[src/rtl/por_seq_pkg.sv]
package por_seq_pkg;

  localparam int DIV_W = 4;

  typedef enum logic [2:0] {
    ST_HOLD  = 3'd0,
    ST_GEN   = 3'd1,
    ST_CLKS  = 3'd2,
    ST_OPT   = 3'd3,
    ST_FINIT = 3'd4,
    ST_PIN   = 3'd5,
    ST_RUN   = 3'd6
  } seq_state_t;

  // Boot field to divider reset code: a larger code means a slower core clock.
  function automatic logic [DIV_W-1:0] boot_div_code(input logic [1:0] boot_sel);
    logic [DIV_W-1:0] code;
    case (boot_sel)
      2'b00:   code = DIV_W'(7);
      2'b01:   code = DIV_W'(3);
      2'b10:   code = DIV_W'(1);
      default: code = DIV_W'(0);
    endcase
    return code;
  endfunction

endpackage

[src/rtl/pin_qualifier.sv]
module pin_qualifier #(
  parameter int SYNC_STAGES = 2,
  parameter int QUAL_CYCLES = 2
) (
  input  logic clk,
  input  logic rst_n,
  input  logic pin_raw,
  output logic pin_ok
);
  localparam int CW = $clog2(QUAL_CYCLES + 1);

  logic [SYNC_STAGES-1:0] sync_q;
  logic [CW-1:0]          high_cnt;

  genvar g;
  generate
    for (g = 0; g < SYNC_STAGES; g++) begin : g_sync
      if (g == 0) begin : g_first
        always_ff @(posedge clk or negedge rst_n) begin
          if (!rst_n) sync_q[0] <= 1'b0;
          else        sync_q[0] <= pin_raw;
        end
      end else begin : g_next
        always_ff @(posedge clk or negedge rst_n) begin
          if (!rst_n) sync_q[g] <= 1'b0;
          else        sync_q[g] <= sync_q[g-1];
        end
      end
    end
  endgenerate

  // Count consecutive high samples of the synchronized pin, saturating.
  always_ff @(posedge clk or negedge rst_n) begin
    if (!rst_n)                                 high_cnt <= '0;
    else if (!sync_q[SYNC_STAGES-1])            high_cnt <= '0;
    else if (high_cnt != CW'(QUAL_CYCLES))      high_cnt <= high_cnt + 1'b1;
  end

  assign pin_ok = (high_cnt == CW'(QUAL_CYCLES));

endmodule

[src/rtl/boot_opt_latch.sv]
module boot_opt_latch
  import por_seq_pkg::*;
#(
  parameter int OPT_W    = 8,
  parameter int BOOT_HI  = 4,
  parameter int BOOT_LO  = 0,
  parameter int FAST_BIT = 1
) (
  input  logic             clk,
  input  logic             rst_n,
  input  logic             load,
  input  logic [OPT_W-1:0] opt_byte,
  output logic [DIV_W-1:0] div_sel,
  output logic             slow_flash_clk
);
  logic [1:0] boot_sel;
  logic       fast_q;

  assign boot_sel = {opt_byte[BOOT_HI], opt_byte[BOOT_LO]};

  always_ff @(posedge clk or negedge rst_n) begin
    if (!rst_n) begin
      div_sel <= boot_div_code(2'b00);
      fast_q  <= 1'b0;
    end else if (load) begin
      div_sel <= boot_div_code(boot_sel);
      fast_q  <= opt_byte[FAST_BIT];
    end
  end

  assign slow_flash_clk = ~fast_q;

endmodule

[src/rtl/seq_fsm.sv]
module seq_fsm
  import por_seq_pkg::*;
#(
  parameter int NCLK = 3
) (
  input  logic            clk,
  input  logic            rst_n,
  input  logic            power_good,
  input  logic            flash_done,
  input  logic            pin_ok,
  output seq_state_t      state,
  output logic            sys_rst,
  output logic            pin_drive_low,
  output logic            clkgen_en,
  output logic [NCLK-1:0] clk_en,
  output logic            flash_rst,
  output logic            opt_rd,
  output logic            core_clk_en,
  output logic            release_evt,
  output logic            done
);
  seq_state_t next_state;

  always_comb begin
    next_state = state;
    if (!power_good) begin
      next_state = ST_HOLD;
    end else begin
      case (state)
        ST_HOLD:  next_state = ST_GEN;
        ST_GEN:   next_state = ST_CLKS;
        ST_CLKS:  next_state = ST_OPT;
        ST_OPT:   next_state = ST_FINIT;
        ST_FINIT: if (flash_done) next_state = ST_PIN;
        ST_PIN:   if (pin_ok)     next_state = ST_RUN;
        ST_RUN:   next_state = ST_RUN;
        default:  next_state = ST_HOLD;
      endcase
    end
  end

  assign release_evt = power_good && (state == ST_PIN) && pin_ok;

  always_ff @(posedge clk or negedge rst_n) begin
    if (!rst_n) begin
      state <= ST_HOLD;
      done  <= 1'b0;
    end else begin
      state <= next_state;
      done  <= release_evt;
    end
  end

  always_comb begin
    sys_rst       = 1'b1;
    pin_drive_low = 1'b1;
    clkgen_en     = 1'b0;
    clk_en        = '0;
    flash_rst     = 1'b1;
    opt_rd        = 1'b0;
    core_clk_en   = 1'b0;
    case (state)
      ST_GEN: begin
        clkgen_en = 1'b1;
      end
      ST_CLKS: begin
        clkgen_en = 1'b1;
        clk_en    = '1;
      end
      ST_OPT: begin
        clkgen_en = 1'b1;
        clk_en    = '1;
        flash_rst = 1'b0;
        opt_rd    = 1'b1;
      end
      ST_FINIT: begin
        clkgen_en = 1'b1;
        clk_en    = '1;
        flash_rst = 1'b0;
      end
      ST_PIN: begin
        clkgen_en     = 1'b1;
        clk_en        = '1;
        flash_rst     = 1'b0;
        pin_drive_low = 1'b0;
      end
      ST_RUN: begin
        clkgen_en     = 1'b1;
        clk_en        = '1;
        flash_rst     = 1'b0;
        pin_drive_low = 1'b0;
        sys_rst       = 1'b0;
        core_clk_en   = 1'b1;
      end
      default: ;
    endcase
  end

endmodule

[src/rtl/por_exit_seq.sv]
module por_exit_seq
  import por_seq_pkg::*;
#(
  parameter int OPT_W       = 8,
  parameter int NCLK        = 3,
  parameter int SYNC_STAGES = 2,
  parameter int QUAL_CYCLES = 2
) (
  input  logic             clk,
  input  logic             rst_n,
  input  logic             supply_ok,
  input  logic             lvd_safe,
  input  logic [OPT_W-1:0] opt_byte,
  input  logic             flash_done,
  input  logic             pin_level,
  output logic             sys_rst,
  output logic             pin_drive_low,
  output logic             clkgen_en,
  output logic [NCLK-1:0]  clk_en,
  output logic             flash_rst,
  output logic             opt_rd,
  output logic [DIV_W-1:0] div_sel,
  output logic             slow_flash_clk,
  output logic             core_clk_en,
  output logic             done
);
  logic       power_good;
  logic       pin_ok;
  logic       release_evt;
  seq_state_t state;

  assign power_good = supply_ok & lvd_safe;

  pin_qualifier #(
    .SYNC_STAGES (SYNC_STAGES),
    .QUAL_CYCLES (QUAL_CYCLES)
  ) u_pin (
    .clk     (clk),
    .rst_n   (rst_n),
    .pin_raw (pin_level),
    .pin_ok  (pin_ok)
  );

  boot_opt_latch #(
    .OPT_W    (OPT_W),
    .BOOT_HI  (4),
    .BOOT_LO  (0),
    .FAST_BIT (1)
  ) u_opt (
    .clk            (clk),
    .rst_n          (rst_n),
    .load           (opt_rd),
    .opt_byte       (opt_byte),
    .div_sel        (div_sel),
    .slow_flash_clk (slow_flash_clk)
  );

  seq_fsm #(
    .NCLK (NCLK)
  ) u_fsm (
    .clk           (clk),
    .rst_n         (rst_n),
    .power_good    (power_good),
    .flash_done    (flash_done),
    .pin_ok        (pin_ok),
    .state         (state),
    .sys_rst       (sys_rst),
    .pin_drive_low (pin_drive_low),
    .clkgen_en     (clkgen_en),
    .clk_en        (clk_en),
    .flash_rst     (flash_rst),
    .opt_rd        (opt_rd),
    .core_clk_en   (core_clk_en),
    .release_evt   (release_evt),
    .done          (done)
  );

endmodule

[config.mk]
export PLATFORM = sky130hd
export DESIGN_NAME = por_exit_seq
export DESIGN_NICKNAME = d
export VERILOG_FILES = /design/src/rtl/por_seq_pkg.sv /design/src/rtl/pin_qualifier.sv /design/src/rtl/boot_opt_latch.sv /design/src/rtl/seq_fsm.sv /design/src/rtl/por_exit_seq.sv
export SDC_FILE = /design/constraint.sdc
export NUM_CORES = 1
export LEC_CHECK = 0
export BUFFER_PORTS_ARGS = -buffer_cell sky130_fd_sc_hd__buf_4
export CAP_MARGIN = 20
export CORE_MARGIN = 2
export CORE_UTILIZATION = 42
export DETAILED_ROUTE_END_ITERATION = 12
export HOLD_SLACK_MARGIN = 0.05
export PLACE_DENSITY_LB_ADDON = 0.05
export SLEW_MARGIN = 20
export SYNTH_ARGS = -nofsm -noshare
export SYNTH_HDL_FRONTEND = slang
export SYNTH_SLANG_ARGS = --single-unit
[constraint.sdc]
create_clock -name clk -period 1.2 [get_ports clk]
set_input_delay 0.12 -clock clk [delete_from_list [all_inputs] [get_ports clk]]
set_output_delay 0.12 -clock clk [all_outputs]
set_load 0.02 [all_outputs]
==> results of run 1 <==
[power groups by stage]
stage | clock network [W] | logic, W | registers, W
finish | 0.000255 | 0.000332 | 0.000528
global route | 0.000282 | 0.000367 | 0.000535
CTS | 0.000272 | 0.000322 | 0.000528
detailed placement | 0 | 0.000299 | 0.000533
global placement | 0 | 0.000291 | 0.000531
floorplan | 0 | 0.000159 | 0.000557
[worst min-delay path, stage by stage]
cell and delay [ps]:
buf_4 110, nand3_1 60, nor3_1 40
[per-layer routing]
metal / vias up / wire length [um]
li1: 256 / -
met4: 0 / 9
met5: - / 0
met2: 16 / 618
met3: 2 / 74
met1: 238 / 514
[worst min-delay path by stage]
stage | startpoint | end
floorplan | rst_n | u_fsm.done
global placement | rst_n | u_pin.high_cnt[0]
finish | lvd_safe | u_fsm.done
global route | lvd_safe | u_fsm.done
CTS | lvd_safe | u_fsm.done
detailed placement | rst_n | u_pin.sync_q[1]
[layout make-up]
type	count	area (sq um)
inverter	5	21.27
multi-input combinational	39	242.7
tap	15	18.77
fill	111	401.6
sequential	12	307.8
clock buffer	4	26.28
timing repair buffer	33	282.8
[placed cells by master, fill, tap and decap left out, types with 2 or more instances in the layout]
| cell type | n |
|---|---|
| buf_4 | 22 |
| nand2_1 | 7 |
| nor2_1 | 6 |
| buf_6 | 6 |
| dfrtp_1 | 6 |
| dlygate4sd3_1 | 5 |
| inv_1 | 4 |
| o21ai_0 | 3 |
| clkbuf_4 | 3 |
| dfrtp_2 | 3 |
| dfstp_2 | 3 |
| nor3_1 | 2 |
| o21ai_1 | 2 |
| and2_1 | 2 |
[synth_stat cells, types with 2 or more instances]
master   count
and2_1       2
buf_4        4
dfrtp_1      9
dfstp_2      3
inv_1        4
nand2_1      7
nor2_1       8
nor3_1       2
o21ai_0      4
[flip-flops by register name, indices dropped and copies added (netlist names)]
signal / count
u_opt.div_sel: 3
u_pin.sync_q: 2
u_fsm.done: 1
u_fsm.state: 3
u_pin.high_cnt: 2
u_opt.fast_q: 1
[logic make-up after synthesis]
kind of cell	count (synthesis)
and+or+nand+nor	26
AOI/OAI and AO/OA	10
adders and majority gates	1
other	1
xor gates and xnor gates	1
DFF	12
buffers and inverters	10
[stage by stage]
step                      total power (W)  hold WS (ps)  setup TNS, ps  worst slack [ps]  instances
after floorplan                 0.0007153        -175.6              0             19.27         61
after global placement          0.0008219        -33.68              0             75.16         94
after CTS                        0.001122         93.85          -1046            -163.1        107
after global routing             0.001185         105.8          -1460            -194.3        108
final                            0.001115         104.9          -1004            -143.7        108
after detailed placement        0.0008324        -32.35              0             62.02         94
[timing repair]
action | in CTS | in global routing
hold endpoints to repair | 17 | 0
endpoints found under the setup margin | 9 | 10
hold buffers | 5 | 0
buffers inserted | 4 | 1
pin swaps | 5 | 3
gates resized for setup | 9 | 5
==> flow_summary.toml, run 1 <==
[yosys]
synth_top_family_by_area = "simple AND/OR/NAND/NOR gates"
avgSynthCellArea_sq_um = 9.476
synth_top_cell_by_area = "dfrtp_1"
ys.flop_type = "dfrtp_1"
synth_nets = 76
synth-edff-count = 0
netlist_instances = 61
synthXorXnorAreaFrac = 0.01515
yosysTopAreaCellShare = 0.3896
async_reset_ff_frac = 1.000
synthMuxAreaShare = 0
synth_warnings = 0
synth-simple-area-share = 0.2359
synth_area_sq_um = 578.1
ys_types = 27
seq_area_frac_synth = 0.5260
synth_compound_area_frac = 0.1017
synthAdderAreaFrac = 0.02165
yosys_register_bits = 12
netlist_top_cells_area = "dfrtp_1 39%, dfstp_2 14%, buf_4 5.2%, nor2_1 5.2%, nand2_1 4.5%"

[worst_setup_path]
crit_end = "core_clk_en"
cp.depth = 4
path_class = "flop to output port"
startpoint = "u_fsm.state[0]"
reg2reg_slack_ps = 40
cp-end-kind = "output port"
cp-start-kind = "flop"
slowest_delay_ps = 460
worstPathArrival_ps = 1220
rr_startpoint = "u_fsm.state[2]"
crit_family = "flip-flops"
crit_fanout = 7
worstPathCellList = "and2b_1 -> nand2_1 -> inv_1 -> buf_6"
worst_path_max_delay_cell = "dfrtp_2"
r2r_cells = 4
required_ps = 1080
path_buf_inv = 2
r2r-end = "u_opt.div_sel[2]"

[power]
power.switching_w = 0.0003324
clock_power_share = 0.229
leakage_nw = 0.4654
combPwrFrac = 0.298
p_int_w = 0.0007827
switching_share = 0.2981
seqPwrFrac = 0.474
peakVddDrop_mv = 1.002
p_per_area_nw_per_um2 = 1240

[floorplanning]
die_w_um = 41.10
ios = 29
num_rows = 13
die_y_um = 41.10
initial_core_util = 0.4442
core-area_sq_um = 1301
dieArea_sq_um = 1689

[timing]
fin_ws_ps = -143.7
finalMaxSlewViolations = 0
grt_setup_unrepaired = "yes"
finalSetupViolCount = 8
hold_viol = 0
max_freq_ghz = 0.7442
fin_crit_sh = 1.120
finalClockSkew_ps = 0.7924
period_minus_slack_ps = 1344

[drt]
drc_errors = 0
num_vias = 512
drt_pass1_iterations = 4
wire_per_inst_um = 11.26
antenna_left = 0
drt_wl_total_um = 1216
drt_iter0_drc = 8
vias_per_cell = 4.741

[global_routing]
grt_util_met3 = 0.03804
grt_pass1_vias = 467
grt-busiest-layer = "met2"
grt_first_pass_wirelength_um = 1800
track_usage = 0.1716
overflow = 0
met2_usage = 0.3008
grt_start_max_net_pins = 13
grt_antenna_before_repair = 0
grtUsageMet1 = 0.1781

[clock_tree]
cts.sinks = 12
cts_tree = "built"
clk_pin_slew_worst_paths_ps = 70
clockBufferDepth = 2
cts_made_buffers = 3
htreeDepth = 1
cts_root_buf = "clkbuf_4"
clkLatencyLatePin_ps = 270

[layout]
layout.nets = 109
diodes = 0
synthToLayoutAreaGrowth_pct = 55.63
final_cell_area_sq_um = 899.6
utilization = 0.6913
drive_gt1_frac = 0.4731

[job]
drv_cap = 0

[place]
placed_area_sq_um = 744.5
portBuffers = 22
globalplace.congestion = 0.6577
dp_hpwl_um = 782.6

[run_status]
status = "finished, violations left"
violations = "negative setup slack"

[hold_path]
worst_hold_path_type = "input port to flop"
hold_depth = 3
No activity file was read; power rests on OpenSTA's default activity.
==> run 2: changes to the inputs <==
--- a/config.mk
+++ b/config.mk
@@ -5,10 +5,11 @@
 export SDC_FILE = /design/constraint.sdc
 export NUM_CORES = 1
 export LEC_CHECK = 0
+export ABC_AREA = 1
 export BUFFER_PORTS_ARGS = -buffer_cell sky130_fd_sc_hd__buf_4
 export CAP_MARGIN = 20
 export CORE_MARGIN = 2
-export CORE_UTILIZATION = 42
+export CORE_UTILIZATION = 43
 export DETAILED_ROUTE_END_ITERATION = 12
 export HOLD_SLACK_MARGIN = 0.05
 export PLACE_DENSITY_LB_ADDON = 0.05
==> run 2 against run 1 <==
Effect of this change: the run still ends with negative setup slack left; synthesized cell count grew 21%; combinational power grew 3%; non-clock buffer count grew 2; sequential power grew 3%; clock-buffer cell count is the same; clock skew is essentially flat; final area grew 6.7%; fmax shrank 1.4%; synthesized area grew 2.6%; critical path depth grew 2; utilization grew 4.6 points.
==> flow_summary.toml, run 2 <==
[run_status]
status = "finished, violations left"
violations = "negative setup slack"

[global_routing]
overflow = 0
grt_first_pass_wirelength_um = 1973
track_usage = 0.1907
grt_pass1_vias = 491
grt_start_max_net_pins = 13
grt_antenna_before_repair = 0

[power]
p_int_w = 0.0008413
clock_power_share = 0.265
power.switching_w = 0.0003612
combPwrFrac = 0.284
seqPwrFrac = 0.451
p_per_area_nw_per_um2 = 1253
leakage_nw = 0.5132
peakVddDrop_mv = 1.434
switching_share = 0.3004

[floorplanning]
ios = 29
dieArea_sq_um = 1692
num_rows = 13
core-area_sq_um = 1301
die_y_um = 41.14
die_w_um = 41.14
initial_core_util = 0.4558

[layout]
reg_top3 = "u_fsm.state: 3 flops, u_opt.div_sel: 3 flops"
drive_gt1_frac = 0.5182
layout.nets = 126
final_cell_area_sq_um = 959.7
diodes = 0
final_cell_mix = "26 x buf_4, 14 x nand2_1, 10 x inv_1, 6 x nand3_1, 6 x dfrtp_1"
utilization = 0.7375
final_common_cell = "buf_4"
synthToLayoutAreaGrowth_pct = 61.81

[clock_tree]
cts_tree = "built"
cts.sinks = 12
htreeDepth = 1
clockBufferDepth = 2
clk_pin_slew_worst_paths_ps = 70
clkLatencyLatePin_ps = 270
cts_root_buf = "clkbuf_4"
cts_made_buffers = 3

[drt]
antenna_left = 0
drt_iter0_drc = 8
drt_pass1_iterations = 4
drt_wl_total_um = 1411
wire_per_inst_um = 11.29
drc_errors = 0
vias_per_cell = 4.752
num_vias = 594

[yosys]
synth_nets = 89
synth_warnings = 0
async_reset_ff_frac = 1.000
netlist_instances = 74
synth-edff-count = 0
netlist_top_cells_area = "dfrtp_1 38%, dfstp_2 13%, nand2_1 11%, inv_1 7.0%, nor2_1 5.7%"
synth_top_cell_by_area = "dfrtp_1"
ys.flop_type = "dfrtp_1"
avgSynthCellArea_sq_um = 8.014
seq_area_frac_synth = 0.5127
synth_area_sq_um = 593.1
yosys.cell_count.top_type = "nand2_1"
yosysTopAreaCellShare = 0.3797
synth_common_cells = "17 x nand2_1, 11 x inv_1, 9 x dfrtp_1, 9 x nor2_1, 6 x nand3_1"
ys_types = 17
yosys_register_bits = 12

[timing]
max_freq_ghz = 0.7338
setup_tns_ps = -1229
period_minus_slack_ps = 1363
finalSetupViolCount = 10
fin_crit_sh = 1.136
hold_viol = 0
grt_setup_unrepaired = "yes"
finalMaxSlewViolations = 0
whs_ps = 101.3
finalClockSkew_ps = 0.7313
fin_ws_ps = -162.7

[worst_setup_path]
r2r_cells = 7
crit_fanout = 5
worstPathArrival_ps = 1240
path_class = "flop to output port"
reg2reg_slack_ps = -50
rr_startpoint = "u_fsm.state[0]"
worstPathCellList = "nand2_4 -> inv_2 -> nor2_2 -> nand2_1 -> nand2_2 -> buf_6"
cp-start-kind = "flop"
cp-end-kind = "output port"
slowest_delay_ps = 470
required_ps = 1080
worst_path_max_delay_cell = "dfrtp_2"
r2r-end = "u_fsm.state[1]"

[hold_path]
hold_end = "u_opt.div_sel[1]"
hold_depth = 4
worst_hold_path_type = "input port to flop"
hold_path_startpoint = "opt_byte[4]"

[job]
drv_cap = 0

[place]
dp_hpwl_um = 852.9
placed_area_sq_um = 764.5
portBuffers = 22
globalplace.congestion = 0.7453
run 2: cell types whose count changed in the layout (fill, tap and decap cells not counted), moves of 3 or more:
cell,delta
inv_2,+3
inv_1,+6
nand2_2,+3
nand3_1,+5
buf_4,+4
nor2_2,+4
nand2_1,+7
run 2: cells by family (layout without fill, tap and decap cells):
kind of cell / count (synthesis) / count (layout) / share of synthesized area
simple gates: 37 / 37 / 0.2764
buf+inv: 16 / 52 / 0.1203
flops: 12 / 12 / 0.5127
compound gates: 7 / 7 / 0.06328
fa+ha+maj: 1 / 1 / 0.02109
other cells: 1 / 1 / 0.006323
run 2: worst max-delay path by stage:
stage / startpoint / to / slack (ps) / cells after the start
floorplan: u_fsm.state[1] / clk_en[1] / -30 / 4
global placement: u_fsm.state[1] / clkgen_en / 90 / 6
detailed placement: u_fsm.state[1] / clk_en[1] / 100 / 4
CTS: u_fsm.state[1] / clkgen_en / -150 / 6
global route: u_fsm.state[1] / clkgen_en / -230 / 6
finish: u_fsm.state[1] / clkgen_en / -160 / 6
run 2: power groups by stage:
| stage | Clock (W) | Sequential [W] | Combinational (W) |
|---|---|---|---|
| 3_5_place_dp | 0 | 0.000547 | 0.000297 |
| 6_report | 0.000319 | 0.000542 | 0.000341 |
| 4_1_cts | 0.000330 | 0.000541 | 0.000337 |
| 3_3_place_gp | 0 | 0.000545 | 0.000288 |
| 2_1_floorplan | 0 | 0.000580 | 0.000141 |
| 5_1_grt | 0.000357 | 0.000552 | 0.000374 |
run 2: cell type report:
cell class / count / area, sq um
Multi-Input combinational cell: 46 / 256.5
Timing Repair Buffer: 35 / 291.5
Inverter: 13 / 48.80
Clock buffer: 4 / 36.28
Fill cell: 93 / 341.6
Sequential cell: 12 / 307.8
Tap cell: 15 / 18.77
run 2: what timing repair did:
item | in CTS | in global routing
hold buffers | 4 | 0
gates resized for setup | 13 | 7
endpoints found under the hold margin | 15 | 0
pin swaps | 1 | 2
endpoints found under the setup margin | 9 | 10
buffers inserted | 8 | 0
run 2: stage by stage:
stage | std cells | worst slack [ps] | power (W)
after global placement | 109 | 91.14 | 0.0008326
after floorplan | 74 | -28.83 | 0.0007212
after detailed placement | 109 | 99.48 | 0.0008447
after CTS | 125 | -150.4 | 0.001209
final | 125 | -162.7 | 0.001203
after global routing | 125 | -232.0 | 0.001284
run 2: worst max-delay path: cells and delay by family (launching register included):
kind          cells  cell delay (ps)
buf+inv           2              150
flops             1              470
simple gates      4              350
run 2: routing by layer:
metal | routed length (um) | share of wire | track usage | vias to the layer above
met1 | 615 | 0.44 | 0.2148 | 282
met5 | 0 | 0 | 0 | -
met3 | 80 | 0.057 | 0.1033 | 0
met4 | 0 | 0 | 0.04839 | 0
li1 | - | - | - | 294
met2 | 715 | 0.51 | 0.3125 | 18
